**src/rtl/cmp_seq_pkg.sv**
```systemverilog
package cmp_seq_pkg;

  typedef enum logic [1:0] {
    ST_IDLE = 2'd0,
    ST_SYNC = 2'd1,
    ST_RUN  = 2'd2
  } seq_state_e;

endpackage

```
**src/rtl/cmp_seq_rst_sync.sv**
```systemverilog
module cmp_seq_rst_sync (
  input  logic clk,
  input  logic rst_n,
  output logic rst_n_sync
);

  logic [1:0] stage_q;

  always_ff @(posedge clk or negedge rst_n) begin
    if (!rst_n) begin
      stage_q <= 2'b00;
    end else begin
      stage_q <= {stage_q[0], 1'b1};
    end
  end

  assign rst_n_sync = stage_q[1];

endmodule

```
**src/rtl/cmp_seq_sched.sv**
```systemverilog
module cmp_seq_sched
  import cmp_seq_pkg::*;
#(
  parameter int GAP_TICKS   = 3,
  parameter int STOP_CYCLES = 2
) (
  input  logic clk,
  input  logic rst_n,
  input  logic tick_sync,
  input  logic tick_meas,
  input  logic en,
  input  logic sel,
  output logic busy,
  output logic window,
  output logic start,
  output logic store
);

  localparam int CW = (GAP_TICKS > 1) ? $clog2(GAP_TICKS) : 1;
  localparam int SW = $clog2(STOP_CYCLES + 1);
  localparam logic [CW-1:0] CNT_LAST  = CW'(GAP_TICKS - 1);
  localparam logic [SW-1:0] STOP_LOAD = SW'(STOP_CYCLES);

  seq_state_e     state_q, state_d;
  logic [CW-1:0]  cnt_q, cnt_d;
  logic [SW-1:0]  left_q, left_d;
  logic           final_done;

  // Decode of the current state
  always_comb begin
    start      = (state_q == ST_IDLE) && en && sel;
    window     = (state_q == ST_RUN) && (cnt_q == CNT_LAST);
    store      = window && tick_meas;
    final_done = store && !en && (left_q == SW'(1));
  end

  // Next-state logic
  always_comb begin
    state_d = state_q;
    cnt_d   = cnt_q;
    left_d  = left_q;
    case (state_q)
      ST_IDLE: begin
        if (start) begin
          state_d = ST_SYNC;
          left_d  = STOP_LOAD;
        end
      end
      ST_SYNC: begin
        if (tick_sync) begin
          state_d = ST_RUN;
          cnt_d   = CNT_LAST;
        end
      end
      ST_RUN: begin
        if (tick_meas) begin
          cnt_d = (cnt_q == CNT_LAST) ? '0 : cnt_q + CW'(1);
        end
      end
      default: state_d = ST_IDLE;
    endcase
    if (state_q != ST_IDLE) begin
      if (en) begin
        left_d = STOP_LOAD;
      end else if (store) begin
        left_d = left_q - SW'(1);
      end
    end
    if (final_done) begin
      state_d = ST_IDLE;
    end
  end

  // State registers
  always_ff @(posedge clk or negedge rst_n) begin
    if (!rst_n) begin
      state_q <= ST_IDLE;
      cnt_q   <= '0;
      left_q  <= '0;
    end else begin
      state_q <= state_d;
      cnt_q   <= cnt_d;
      left_q  <= left_d;
    end
  end

  assign busy = (state_q != ST_IDLE);

  // Independent tick counter kept for the spacing check
  logic [CW:0] gap_seen_q;
  logic        had_store_q;

  always_ff @(posedge clk or negedge rst_n) begin
    if (!rst_n) begin
      gap_seen_q  <= '0;
      had_store_q <= 1'b0;
    end else if (state_q == ST_IDLE) begin
      gap_seen_q  <= '0;
      had_store_q <= 1'b0;
    end else if (store) begin
      gap_seen_q  <= '0;
      had_store_q <= 1'b1;
    end else if (tick_meas && (state_q == ST_RUN)) begin
      gap_seen_q  <= gap_seen_q + (CW+1)'(1);
    end
  end

  assert_start_gated_R2: assert property (@(posedge clk) disable iff (!rst_n)
    $rose(busy) |-> $past(en && sel));

  assert_sync_first_R3: assert property (@(posedge clk) disable iff (!rst_n)
    (state_q == ST_RUN) && ($past(state_q) == ST_SYNC) |-> $past(tick_sync));

  assert_spacing_R4: assert property (@(posedge clk) disable iff (!rst_n)
    store && had_store_q |-> (gap_seen_q == (CW+1)'(GAP_TICKS - 1)));

  assert_stop_on_store_R6: assert property (@(posedge clk) disable iff (!rst_n)
    $fell(busy) |-> $past(store && !en));

endmodule

```
**src/rtl/cmp_seq_result.sv**
```systemverilog
module cmp_seq_result (
  input  logic clk,
  input  logic rst_n,
  input  logic start,
  input  logic store,
  input  logic cmp_in,
  input  logic irq_mask,
  output logic result,
  output logic irq
);

  logic result_q, result_d;
  logic first_q, first_d;
  logic mask_q;
  logic irq_q, irq_d;
  logic changed;

  always_comb begin
    changed  = store && !first_q && (cmp_in != result_q);
    result_d = store ? cmp_in : result_q;
    irq_d    = changed && !mask_q;
    first_d  = first_q;
    if (start) begin
      first_d = 1'b1;
    end else if (store) begin
      first_d = 1'b0;
    end
  end

  always_ff @(posedge clk or negedge rst_n) begin
    if (!rst_n) begin
      result_q <= 1'b0;
      first_q  <= 1'b0;
      mask_q   <= 1'b1;
      irq_q    <= 1'b0;
    end else begin
      result_q <= result_d;
      first_q  <= first_d;
      mask_q   <= irq_mask;
      irq_q    <= irq_d;
    end
  end

  assign result = result_q;
  assign irq    = irq_q;

  assert_result_hold_R5: assert property (@(posedge clk) disable iff (!rst_n)
    !$past(store) |-> $stable(result));

  assert_irq_on_change_R7: assert property (@(posedge clk) disable iff (!rst_n)
    irq |-> (result != $past(result)));

  assert_first_quiet_R7: assert property (@(posedge clk) disable iff (!rst_n)
    store && first_q |=> !irq);

  assert_mask_drops_R8: assert property (@(posedge clk) disable iff (!rst_n)
    irq |-> !$past(irq_mask, 2));

endmodule

```
**src/rtl/cmp_meas_seq.sv**
```systemverilog
module cmp_meas_seq #(
  parameter int GAP_TICKS   = 3,
  parameter int STOP_CYCLES = 2
) (
  input  logic clk,
  input  logic rst_n,
  input  logic tick_sync,
  input  logic tick_meas,
  input  logic sel,
  input  logic en,
  input  logic irq_mask,
  input  logic cmp_in,
  output logic result,
  output logic busy,
  output logic det_route,
  output logic det_window,
  output logic irq
);

  logic rst_n_s;
  logic start, store;

  cmp_seq_rst_sync u_rst (
    .clk        (clk),
    .rst_n      (rst_n),
    .rst_n_sync (rst_n_s)
  );

  cmp_seq_sched #(
    .GAP_TICKS   (GAP_TICKS),
    .STOP_CYCLES (STOP_CYCLES)
  ) u_sched (
    .clk       (clk),
    .rst_n     (rst_n_s),
    .tick_sync (tick_sync),
    .tick_meas (tick_meas),
    .en        (en),
    .sel       (sel),
    .busy      (busy),
    .window    (det_window),
    .start     (start),
    .store     (store)
  );

  cmp_seq_result u_res (
    .clk      (clk),
    .rst_n    (rst_n_s),
    .start    (start),
    .store    (store),
    .cmp_in   (cmp_in),
    .irq_mask (irq_mask),
    .result   (result),
    .irq      (irq)
  );

  // A running sequencer keeps the detector; an idle one follows the select bit
  assign det_route = busy | sel;

  assert_idle_quiet_R1: assert property (@(posedge clk) disable iff (!rst_n_s)
    !busy |-> !det_window);

  assert_route_held_R9: assert property (@(posedge clk) disable iff (!rst_n_s)
    busy && $past(busy) && $fell(sel) |-> det_route);

endmodule

```
**config.mk**
```make
export PLATFORM = sky130hd
export DESIGN_NAME = cmp_meas_seq
export DESIGN_NICKNAME = d
export VERILOG_FILES = /design/src/rtl/cmp_seq_pkg.sv /design/src/rtl/cmp_seq_rst_sync.sv /design/src/rtl/cmp_seq_sched.sv /design/src/rtl/cmp_seq_result.sv /design/src/rtl/cmp_meas_seq.sv
export SDC_FILE = /design/constraint.sdc
export NUM_CORES = 1
export LEC_CHECK = 0
export BUFFER_PORTS_ARGS = -buffer_cell sky130_fd_sc_hd__buf_2
export CAP_MARGIN = 20
export CORE_UTILIZATION = 44
export CTS_CLUSTER_SIZE = 28
export DETAILED_ROUTE_END_ITERATION = 7
export PLACE_DENSITY = 0.7
export SYNTH_ARGS = -nofsm -noshare
export SYNTH_HDL_FRONTEND = slang
export SYNTH_SLANG_ARGS = --single-unit
export TNS_END_PERCENT = 30
```
**constraint.sdc**
```tcl
create_clock -name clk -period 0.8 [get_ports clk]
set_input_delay 0 -clock clk [delete_from_list [all_inputs] [get_ports clk]]
set_output_delay 0 -clock clk [all_outputs]
set_load 0.05 [all_outputs]
```
==> metrics.md, run 1 <==
| Metric | Value |
|---|---|
| Status | `finished, violations left` |
| Failing checks | `setup timing` |
| Worst setup path class | `reg2out` |
| Seq/Total Area, Yosys | `52.4%` |
| Final hold slack | `0.0319 ns` |
| GRT Resource Usage Total | `24.2%` |
| Req. time, crit path | `0.80 ns` |
| Most instantiated library cell after synthesis | `dfrtp_1` |
| CP startpoint | `u_sched.state_q[0]$_DFFE_PN0P_` |
| Pwr dens | `3440 nW/µm²` |
| RSZ-0062 raised after global routing | `true` |
| Final-report setup violation count | `14` |
| Critical-path cell list | `and4bb_4 > buf_6 > buf_8` |
| # port buffers | `12` |
| Fin worst setup slack | `-0.500 ns` |
| Place WS | `-0.466 ns` |
| Starting DRT DRC Count | `11` |
| Max frequency | `769 MHz` |
| GPL Wtd Cong | `0.706` |
| Die W | `38.2 µm` |
| CTS buffer count | `3` |
| Clk sinks | `12` |
| Share of cells above drive strength 1 | `53.6%` |
| Synthesized area | `576 µm²` |
| Ant. Diodes | `0` |
| Number of global-route vias before repair | `530` |
| Post-synth EDFFs | `0` |
| CTS clk-pin slew, worst paths | `0.08 ns` |
| Placed Cells incl. Taps | `87` |
| Slew Limit Fails | `0` |
| Reg-to-Reg Start | `u_sched.state_q[0]$_DFFE_PN0P_` |
| Syn avg cell area | `11.5 µm²` |
| Initial core utilization | `49.8%` |
| Dominant cells by area after synthesis | `dfrtp_1 48%, dfstp_2 4.6%, nor2_1 3.9%, and4bb_4 2.8%, a221oi_2 2.6%` |
| CP delay by family, top | `flip-flops` |
| Final instance area | `925 µm²` |
| CTS Buffer Depth | `2` |
| Synth area leader | `dfrtp_1` |
| Final hold vios | `0` |
| Reg2reg setup slack | `-0.49 ns` |
| Vias post-DR | `514` |
| Fin crit share | `162%` |
| Crit path DAT | `1.30 ns` |
| Top cell type's share of synthesized area | `47.8%` |
| # rows | `12` |
| Post-detailed-route count of antenna-violating nets | `0` |
| Cells after Synth | `50` |
| WL/cell | `15.3 µm` |
| VDD IR max | `0.00267 V` |
| DRT Pass-1 Iters | `5` |
| Residual DRC | `0` |
| Post-Place Cell Area | `732 µm²` |
| R2r worst-path depth | `4` |
| Hold Crit Class | `in2async` |
| Final Skew | `0.00458 ns` |
| DIE HEIGHT | `38.2 µm` |
| DIE AREA | `1460 µm²` |
| Ys async rst share | `100%` |
| Wire length of the first global-routing pass | `2270 µm` |
| Startpoint types | `flop` |
| Max-cap viol count | `0` |
| Largest net degree at the start of global routing | `11` |
| Clock Latency Late Sink | `0.27 ns` |
| Ys flop type | `dfrtp_1` |
| Top Ports | `13` |
| CORE AREA | `1160 µm²` |
| Nets@finish | `94` |
| Non-Filler Instances | `98` |
| WL final | `1500 µm` |
| Post-Syn Nets | `59` |
| Number of cells on the critical path | `3` |
| Unique cell type count in the Yosys netlist | `29` |
| DP HPWL | `902 µm` |
| WP buf/inv | `2` |
| Syn-to-layout area delta | `60.7%` |
| Fin crit period | `1.30 ns` |
| Initial antenna violation count | `0` |
| Crit path largest cell delay | `0.42 ns` |
| Gr ovfl total | `0` |
| Critical path capture point type | `output pin` |
| CTS tree | `yes` |
| Clk root buf | `clkbuf_4` |
| H-tree depth | `1` |
| Via density | `5.24` |
| #FFs+latches synth | `12` |
| Leak | `0.000434 µW` |
| Synth warnings | `0` |
| CP Max Fanout | `4` |
| Synth top cells by count | `11 x dfrtp_1, 6 x nor2_1, 4 x inv_1` |
| Slowest cell on the critical path | `dfrtp_1` |
[metrics by stage]
step,power [µW],utilization (%),setup TNS (ns)
floorplan,1750,-,-4.26
global placement,2200,63.3,-3.67
detailed placement,2230,63.3,-4.06
CTS,2900,74.6,-5.26
global route,3320,80.0,-6.12
finish,3180,80.0,-5.38
[cell families after synthesis]
group           count (synthesis)  synth area share (%)
buf+inv                         5                  4.56
xor+xnor                        1                  1.52
mux                             2                  4.56
flops                          12                  52.4
other cells                     1                 0.652
simple gates                   19                  20.7
compound gates                  9                  13.5
fa+ha+maj                       1                  2.17
[final timing paths]
check | end
worst max-delay path | det_window
worst min-delay path | u_rst.stage_q[1]$_DFF_PN0_
worst max register to register | u_sched.cnt_q[1]$_DFFE_PN0P_
worst min register to register | u_sched.cnt_q[0]$_DFFE_PN0P_
max in group asynchronous | u_res.mask_q$_DFF_PN1_
min in group clk | u_sched.state_q[0]$_DFFE_PN0P_
[layout by cell type (no fill, tap or decap), types with 2 or more instances in the layout]
cell / netlist / final
nand2b_1: 2 / 2
dfrtp_1: 11 / 11
clkbuf_4: 0 / 3
buf_8: 0 / 2
nand3b_1: 2 / 2
inv_1: 4 / 4
buf_4: 0 / 13
nor2_1: 6 / 5
dlygate4sd3_1: 0 / 3
buf_2: 0 / 7
buf_6: 1 / 6
[registers in the layout (all words and copies together) (netlist names)]
register         cells
u_rst.stage_q        2
u_sched.cnt_q        2
u_sched.left_q       2
u_sched.state_q      2
u_res.first_q        1
u_res.irq            1
u_res.mask_q         1
u_res.result         1
[per-layer routing]
layer | global-route usage (%) | vias to the layer above | part of all wire, % | wire (µm)
li1 | - | 246 | - | -
met1 | 29.3 | 242 | 45 | 675
met2 | 38.1 | 22 | 49 | 736
met3 | 5.81 | 4 | 4.5 | 67
met4 | 15.2 | 0 | 1.5 | 22
met5 | 0 | - | 0 | 0
[repair_timing]
item / 4_1_cts / 5_1_grt
setup buffers: 2 / 2
gates resized for setup: 16 / 8
hold buffers: 3 / 0
hold endpoints to repair: 4 / 0
endpoints found under the setup margin: 14 / 14
pin swaps: 2 / 2
[cell type report]
class	count	area, µm²
Clock buffer	4	26.3
Fill cell	64	231
Inverter	4	15.0
Multi-Input combinational cell	33	304
Sequential cell	12	302
Tap cell	14	17.5
Timing Repair Buffer	31	260
[power breakdown]
part	switching (µW)	leakage, µW	internal (µW)
sequential	152	0.000142	765
clock	205	0.0000150	193
combinational	888	0.000277	974
[worst reg2reg max path: cells and delay by family, from the launching register on]
family                 cells  cell delay (ns)
AND/OR/NAND/NOR            1             0.13
flip-flops                 1             0.42
buffers and inverters      2             0.29
AO/OA/AOI/OAI              1             0.34
(Power assumes the default switching activity.)
==> run 2, diff against run 1 <==
--- a/config.mk
+++ b/config.mk
@@ -11,6 +11,7 @@
 export CTS_CLUSTER_SIZE = 28
 export DETAILED_ROUTE_END_ITERATION = 7
 export PLACE_DENSITY = 0.7
+export SETUP_SLACK_MARGIN = 0.5
 export SYNTH_ARGS = -nofsm -noshare
 export SYNTH_HDL_FRONTEND = slang
 export SYNTH_SLANG_ARGS = --single-unit
==> run 2 against run 1 <==
Effect of this change:
- the flow finishes with violations (hold timing, setup timing)
- hold slack worse by 0.21 ns
- count of clock-buffer cells in the layout did not move
- sequential power about the same
- cell area fell by 6.2%
- die area is the same
- clock skew rose by 0.0040 ns
- fmax fell by 0.91%
- register-to-register slack improved by 0.02 ns
- total power is 3.7% lower
- sequential share of layout area grew 2.3 points
- setup slack lost 0.012 ns
- critical path depth did not move
- critical endpoint unchanged
- largest cell class is now registers
==> metrics.md, run 2 (synthesized netlist as in run 1, its figures left out) <==
| Metric | Value |
|---|---|
| Vias post-DR | `475` |
| Initial core utilization | `49.8%` |
| Starting DRT DRC Count | `9` |
| Req. time, crit path | `0.80 ns` |
| WP buf/inv | `2` |
| Clk root buf | `clkbuf_4` |
| Number of global-route vias before repair | `447` |
| Leak | `0.000407 µW` |
| Wire length of the first global-routing pass | `1950 µm` |
| Critical path capture point type | `output pin` |
| DRT Pass-1 Iters | `4` |
| CTS buffer count | `3` |
| # rows | `12` |
| Final-report setup violation count | `14` |
| Failing checks | `hold timing, setup timing` |
| Final Skew | `0.00858 ns` |
| Crit path largest cell delay | `0.40 ns` |
| Nets@finish | `90` |
| DIE AREA | `1460 µm²` |
| Post-CTS Hold Fix Bufs | `1` |
| RSZ-0062 raised after global routing | `true` |
| Top Ports | `13` |
| FILL cells | `80` |
| DIE HEIGHT | `38.2 µm` |
| Met3 WL post-DR | `63 µm` |
| Pwr dens | `3530 nW/µm²` |
| Worst setup path class | `reg2out` |
| Placed Cells incl. Taps | `85` |
| WL/cell | `14.0 µm` |
| Startpoint types | `flop` |
| # port buffers | `12` |
| Final hold vios | `2` |
| Die W | `38.2 µm` |
| Share of cells above drive strength 1 | `57.5%` |
| Largest net degree at the start of global routing | `11` |
| GRT Resource Usage Total | `21.1%` |
| Clock Latency Late Sink | `0.28 ns` |
| WL final | `1320 µm` |
| Routed met1 length | `584 µm` |
| Slowest cell on the critical path | `dfrtp_1` |
| Met2 wire length | `658 µm` |
| Hold Crit Class | `in2reg` |
| CP delay by family, top | `flip-flops` |
| Crit path DAT | `1.31 ns` |
| Area of the multi-input gates | `278 µm²` |
| Residual DRC | `0` |
| Fin worst setup slack | `-0.512 ns` |
| Post-detailed-route count of antenna-violating nets | `0` |
| VDD IR max | `0.00212 V` |
| Status | `finished, violations left` |
| Fin crit share | `164%` |
| DP HPWL | `890 µm` |
| CP Max Fanout | `4` |
| Via density | `5.05` |
| CORE AREA | `1160 µm²` |
| Post-Place Cell Area | `717 µm²` |
| Syn-to-layout area delta | `50.7%` |
| Ant. Diodes | `0` |
| Final instance area | `867 µm²` |
| Max frequency | `762 MHz` |
| Non-Filler Instances | `94` |
| Max-cap viol count | `0` |
| Clk sinks | `12` |
| Final hold slack | `-0.180 ns` |
| GPL Wtd Cong | `0.742` |
| Critical-path cell list | `and4bb_4 > buf_6 > buf_8` |
| Most common cell after layout, fill and taps aside | `buf_4` |
| Fin crit period | `1.31 ns` |
| Slew Limit Fails | `0` |
| Most frequent cells in the layout | `12 x buf_4, 10 x dfrtp_1, 7 x buf_2` |
| CTS Buffer Depth | `2` |
| H-tree depth | `1` |
| Initial antenna violation count | `0` |
| Sequential cell area | `303 µm²` |
| Top Metal Used | `met4` |
| CTS tree | `yes` |
| Gr ovfl total | `0` |
| CTS clk-pin slew, worst paths | `0.07 ns` |
==> run 2: final cells by class <==
| cell class | instances | share of cell area (%) |
|---|---|---|
| timing repair buffer | 27 | 25.1 |
| sequential | 12 | 34.9 |
| inverter | 4 | 1.73 |
| tap | 14 | 2.02 |
| clock buffer | 4 | 4.18 |
| multi-input combinational | 33 | 32.0 |
==> run 2: worst paths after layout <==
path                       cells after the start  slack (ns)                      startpoint                          end
setup / recovery                               3       -0.51  u_sched.state_q[0]$_DFFE_PN0P_                   det_window
hold / removal                                 1       -0.18                        irq_mask       u_res.mask_q$_DFF_PN1_
setup reg to reg                               3       -0.47  u_sched.state_q[0]$_DFFE_PN0P_     u_res.result$_DFFE_PN0N_
hold reg to reg                                0        0.12      u_rst.stage_q[1]$_DFF_PN0_  u_sched.left_q[1]$_DFF_PN0_
max in group asynchronous                      0        0.42      u_rst.stage_q[1]$_DFF_PN0_       u_res.mask_q$_DFF_PN1_
min in group asynchronous                      2        0.03                           rst_n   u_rst.stage_q[0]$_DFF_PN0_
==> run 2: layer usage <==
| layer | vias up | GRT usage, % |
|---|---|---|
| met1 | 222 | 25.3 |
| met4 | 0 | 8.04 |
| met3 | 2 | 8.72 |
| li1 | 238 | - |
| met2 | 13 | 33.5 |
| met5 | - | 0 |
==> run 2: through the flow <==
stage	setup TNS (ns)	power, µW	worst slack, ns	utilization (%)
detailed placement	-3.80	2210	-0.437	62.0
finish	-5.01	3060	-0.512	75.0
floorplan	-4.25	1750	-0.632	-
global route	-5.65	3210	-0.551	75.0
global placement	-3.51	2170	-0.407	62.0
CTS	-4.53	2920	-0.497	71.4
==> run 2: report_power, final <==
| part | switching [µW] | internal [µW] |
|---|---|---|
| Clock | 221 | 277 |
| Combinational | 803 | 841 |
| Sequential | 151 | 766 |
==> run 2: timing repair <==
item | 4_1_cts | 5_1_grt
gates resized for setup | 14 | 5
hold endpoints to repair | 4 | 2
buffers inserted | 2 | 2
pin swaps | 3 | 2
endpoints found under the setup margin | 25 | 25
==> run 3, diff against run 2 <==
--- a/config.mk
+++ b/config.mk
@@ -7,10 +7,11 @@
 export LEC_CHECK = 0
 export BUFFER_PORTS_ARGS = -buffer_cell sky130_fd_sc_hd__buf_2
 export CAP_MARGIN = 20
+export CORE_MARGIN = 2
 export CORE_UTILIZATION = 44
 export CTS_CLUSTER_SIZE = 28
 export DETAILED_ROUTE_END_ITERATION = 7
-export PLACE_DENSITY = 0.7
+export PLACE_DENSITY = 0.77
 export SETUP_SLACK_MARGIN = 0.5
 export SYNTH_ARGS = -nofsm -noshare
 export SYNTH_HDL_FRONTEND = slang
==> run 3 against run 2 <==
Effect of this change:
- global-route usage fell by 1.1 points
- largest power group unchanged
- via count grew 3.2%
- highest routed layer unchanged
- utilization down 0.47 points
- final cell count rose by 2.1%
- combinational power is 16% higher
- the run still ends with hold timing, setup timing left
==> metrics.md, run 3 (synthesized netlist as in run 1, its figures left out) <==
| Metric | Value |
|---|---|
| Most common cell after layout, fill and taps aside | `dfrtp_1` |
| Wire length of the first global-routing pass | `1980 µm` |
| CORE AREA | `1250 µm²` |
| Final Skew | `0.00140 ns` |
| Die W | `40.2 µm` |
| Hold Crit Class | `in2reg` |
| CTS tree | `yes` |
| GPL Wtd Cong | `0.707` |
| Initial core utilization | `46.0%` |
| WL final | `1350 µm` |
| # rows | `13` |
| DP HPWL | `896 µm` |
| DIE HEIGHT | `40.2 µm` |
| FILL cells | `85` |
| DIE AREA | `1610 µm²` |
| GRT Resource Usage Total | `20.0%` |
| Slowest cell on the critical path | `dfrtp_1` |
| Crit path largest cell delay | `0.41 ns` |
| Placed Cells incl. Taps | `87` |
| Fin crit share | `162%` |
| DRT Pass-1 Iters | `2` |
| Critical-path cell list | `buf_6 > nor3_4 > buf_6 > inv_2 > buf_6` |
| Crit path DAT | `1.30 ns` |
| Fin worst setup slack | `-0.498 ns` |
| Pwr dens | `3520 nW/µm²` |
| Via density | `5.10` |
| Largest net degree at the start of global routing | `11` |
| CP delay by family, top | `buffers and inverters` |
| Top Ports | `13` |
| HP Start | `irq_mask` |
| Slew Limit Fails | `0` |
| Critical path capture point type | `output pin` |
| CP Max Fanout | `3` |
| Gr ovfl total | `0` |
| CTS Buffer Depth | `2` |
| Number of global-route vias before repair | `474` |
| Residual DRC | `0` |
| CTS buffer count | `3` |
| Reg2reg setup slack | `-0.49 ns` |
| Startpoint types | `flop` |
| Leak | `0.000423 µW` |
| WP buf/inv | `4` |
| Sequential cell area | `303 µm²` |
| Area of the multi-input gates | `317 µm²` |
| Clk root buf | `clkbuf_4` |
| Failing checks | `hold timing, setup timing` |
| Initial antenna violation count | `0` |
| Fin crit period | `1.30 ns` |
| Syn-to-layout area delta | `62.2%` |
| RSZ-0062 raised after global routing | `true` |
| Reg-to-Reg Start | `u_sched.state_q[1]$_DFFE_PN0P_` |
| Max-cap viol count | `0` |
| Final core utilization | `74.5%` |
| # port buffers | `12` |
| CP startpoint | `u_sched.state_q[1]$_DFFE_PN0P_` |
| Final hold slack | `-0.172 ns` |
| Most frequent cells in the layout | `10 x dfrtp_1, 9 x buf_6, 9 x buf_4` |
| Clk sinks | `12` |
| Total Power | `3280 µW` |
| Worst setup path class | `reg2out` |
| Starting DRT DRC Count | `4` |
| Vias post-DR | `490` |
| Status | `finished, violations left` |
| Post-CTS Hold Fix Bufs | `1` |
| Nets@finish | `91` |
| Final-report setup violation count | `13` |
| Clock Latency Late Sink | `0.27 ns` |
| Most frequent CP cell | `buf_6` |
| Non-Filler Instances | `96` |
| Post-detailed-route count of antenna-violating nets | `0` |
| Max frequency | `770 MHz` |
| WL/cell | `14.1 µm` |
| VDD IR max | `0.00197 V` |
| Final hold vios | `2` |
| Ant. Diodes | `0` |
| Req. time, crit path | `0.80 ns` |
| Share of cells above drive strength 1 | `61.7%` |
| CTS clk-pin slew, worst paths | `0.07 ns` |
| H-tree depth | `1` |
==> run 3: worst reg2reg max path, delay by kind of cell, from the launching register on <==
kind,cells,cell delay (ns)
buffers and inverters,2,0.26
and+or+nand+nor,2,0.17
AOI/OAI and AO/OA,1,0.33
DFF,1,0.41
==> run 3: repair_timing <==
item                       in CTS  in global routing
hold endpoints to repair        4                  2
gates resized for setup        28                  5
pin swaps                       8                  4
buffers inserted                3                  1
setup endpoints to repair      25                 25
gates cloned                    0                  0
==> run 3: final timing paths <==
check                                                 end  cells after the start
setup / recovery                                det_route                      5
setup reg to reg             u_sched.cnt_q[1]$_DFFE_PN0P_                      5
hold / removal                     u_res.mask_q$_DFF_PN1_                      1
hold reg to reg            u_sched.state_q[0]$_DFFE_PN0P_                      0
min in group asynchronous      u_rst.stage_q[0]$_DFF_PN0_                      2
max in group asynchronous          u_res.mask_q$_DFF_PN1_                      0
==> run 3: through the flow <==
| stage | cell area, µm² | hold slack, ns | TNS [ns] | setup WS (ns) |
|---|---|---|---|---|
| floorplan | 576 | -0.296 | -4.25 | -0.632 |
| global placement | 726 | -0.213 | -3.89 | -0.412 |
| detailed placement | 726 | -0.213 | -4.07 | -0.430 |
| CTS | 902 | -0.176 | -4.86 | -0.486 |
| global route | 933 | -0.186 | -5.80 | -0.551 |
| finish | 933 | -0.172 | -5.07 | -0.498 |
==> run 3: where the power goes <==
| group | total [µW] | internal (µW) | leakage, µW | switching, µW |
|---|---|---|---|---|
| registers | 902 | 766 | 0.000141 | 136 |
| logic | 1910 | 978 | 0.000261 | 928 |
| clock network | 474 | 276 | 0.0000210 | 197 |
| total | 3280 | 2020 | 0.000423 | 1260 |
==> run 3: cell type report <==
| type | count | area share, % |
|---|---|---|
| multi-input cells | 33 | 33.9 |
| flip-flops and latches | 12 | 32.4 |
| repair buffers | 28 | 26.1 |
| clock buffers | 4 | 3.89 |
| well taps | 15 | 2.01 |
| inverters | 4 | 1.61 |
==> run 3: per-layer routing <==
| layer | wire length [µm] | up-vias | GRT usage, % |
|---|---|---|---|
| met2 | 691 | 12 | 34.3 |
| met1 | 597 | 233 | 22.3 |
| li1 | - | 239 | - |
| met3 | 37 | 6 | 2.78 |
| met5 | 0 | - | 0 |
| met4 | 26 | 0 | 14.7 |
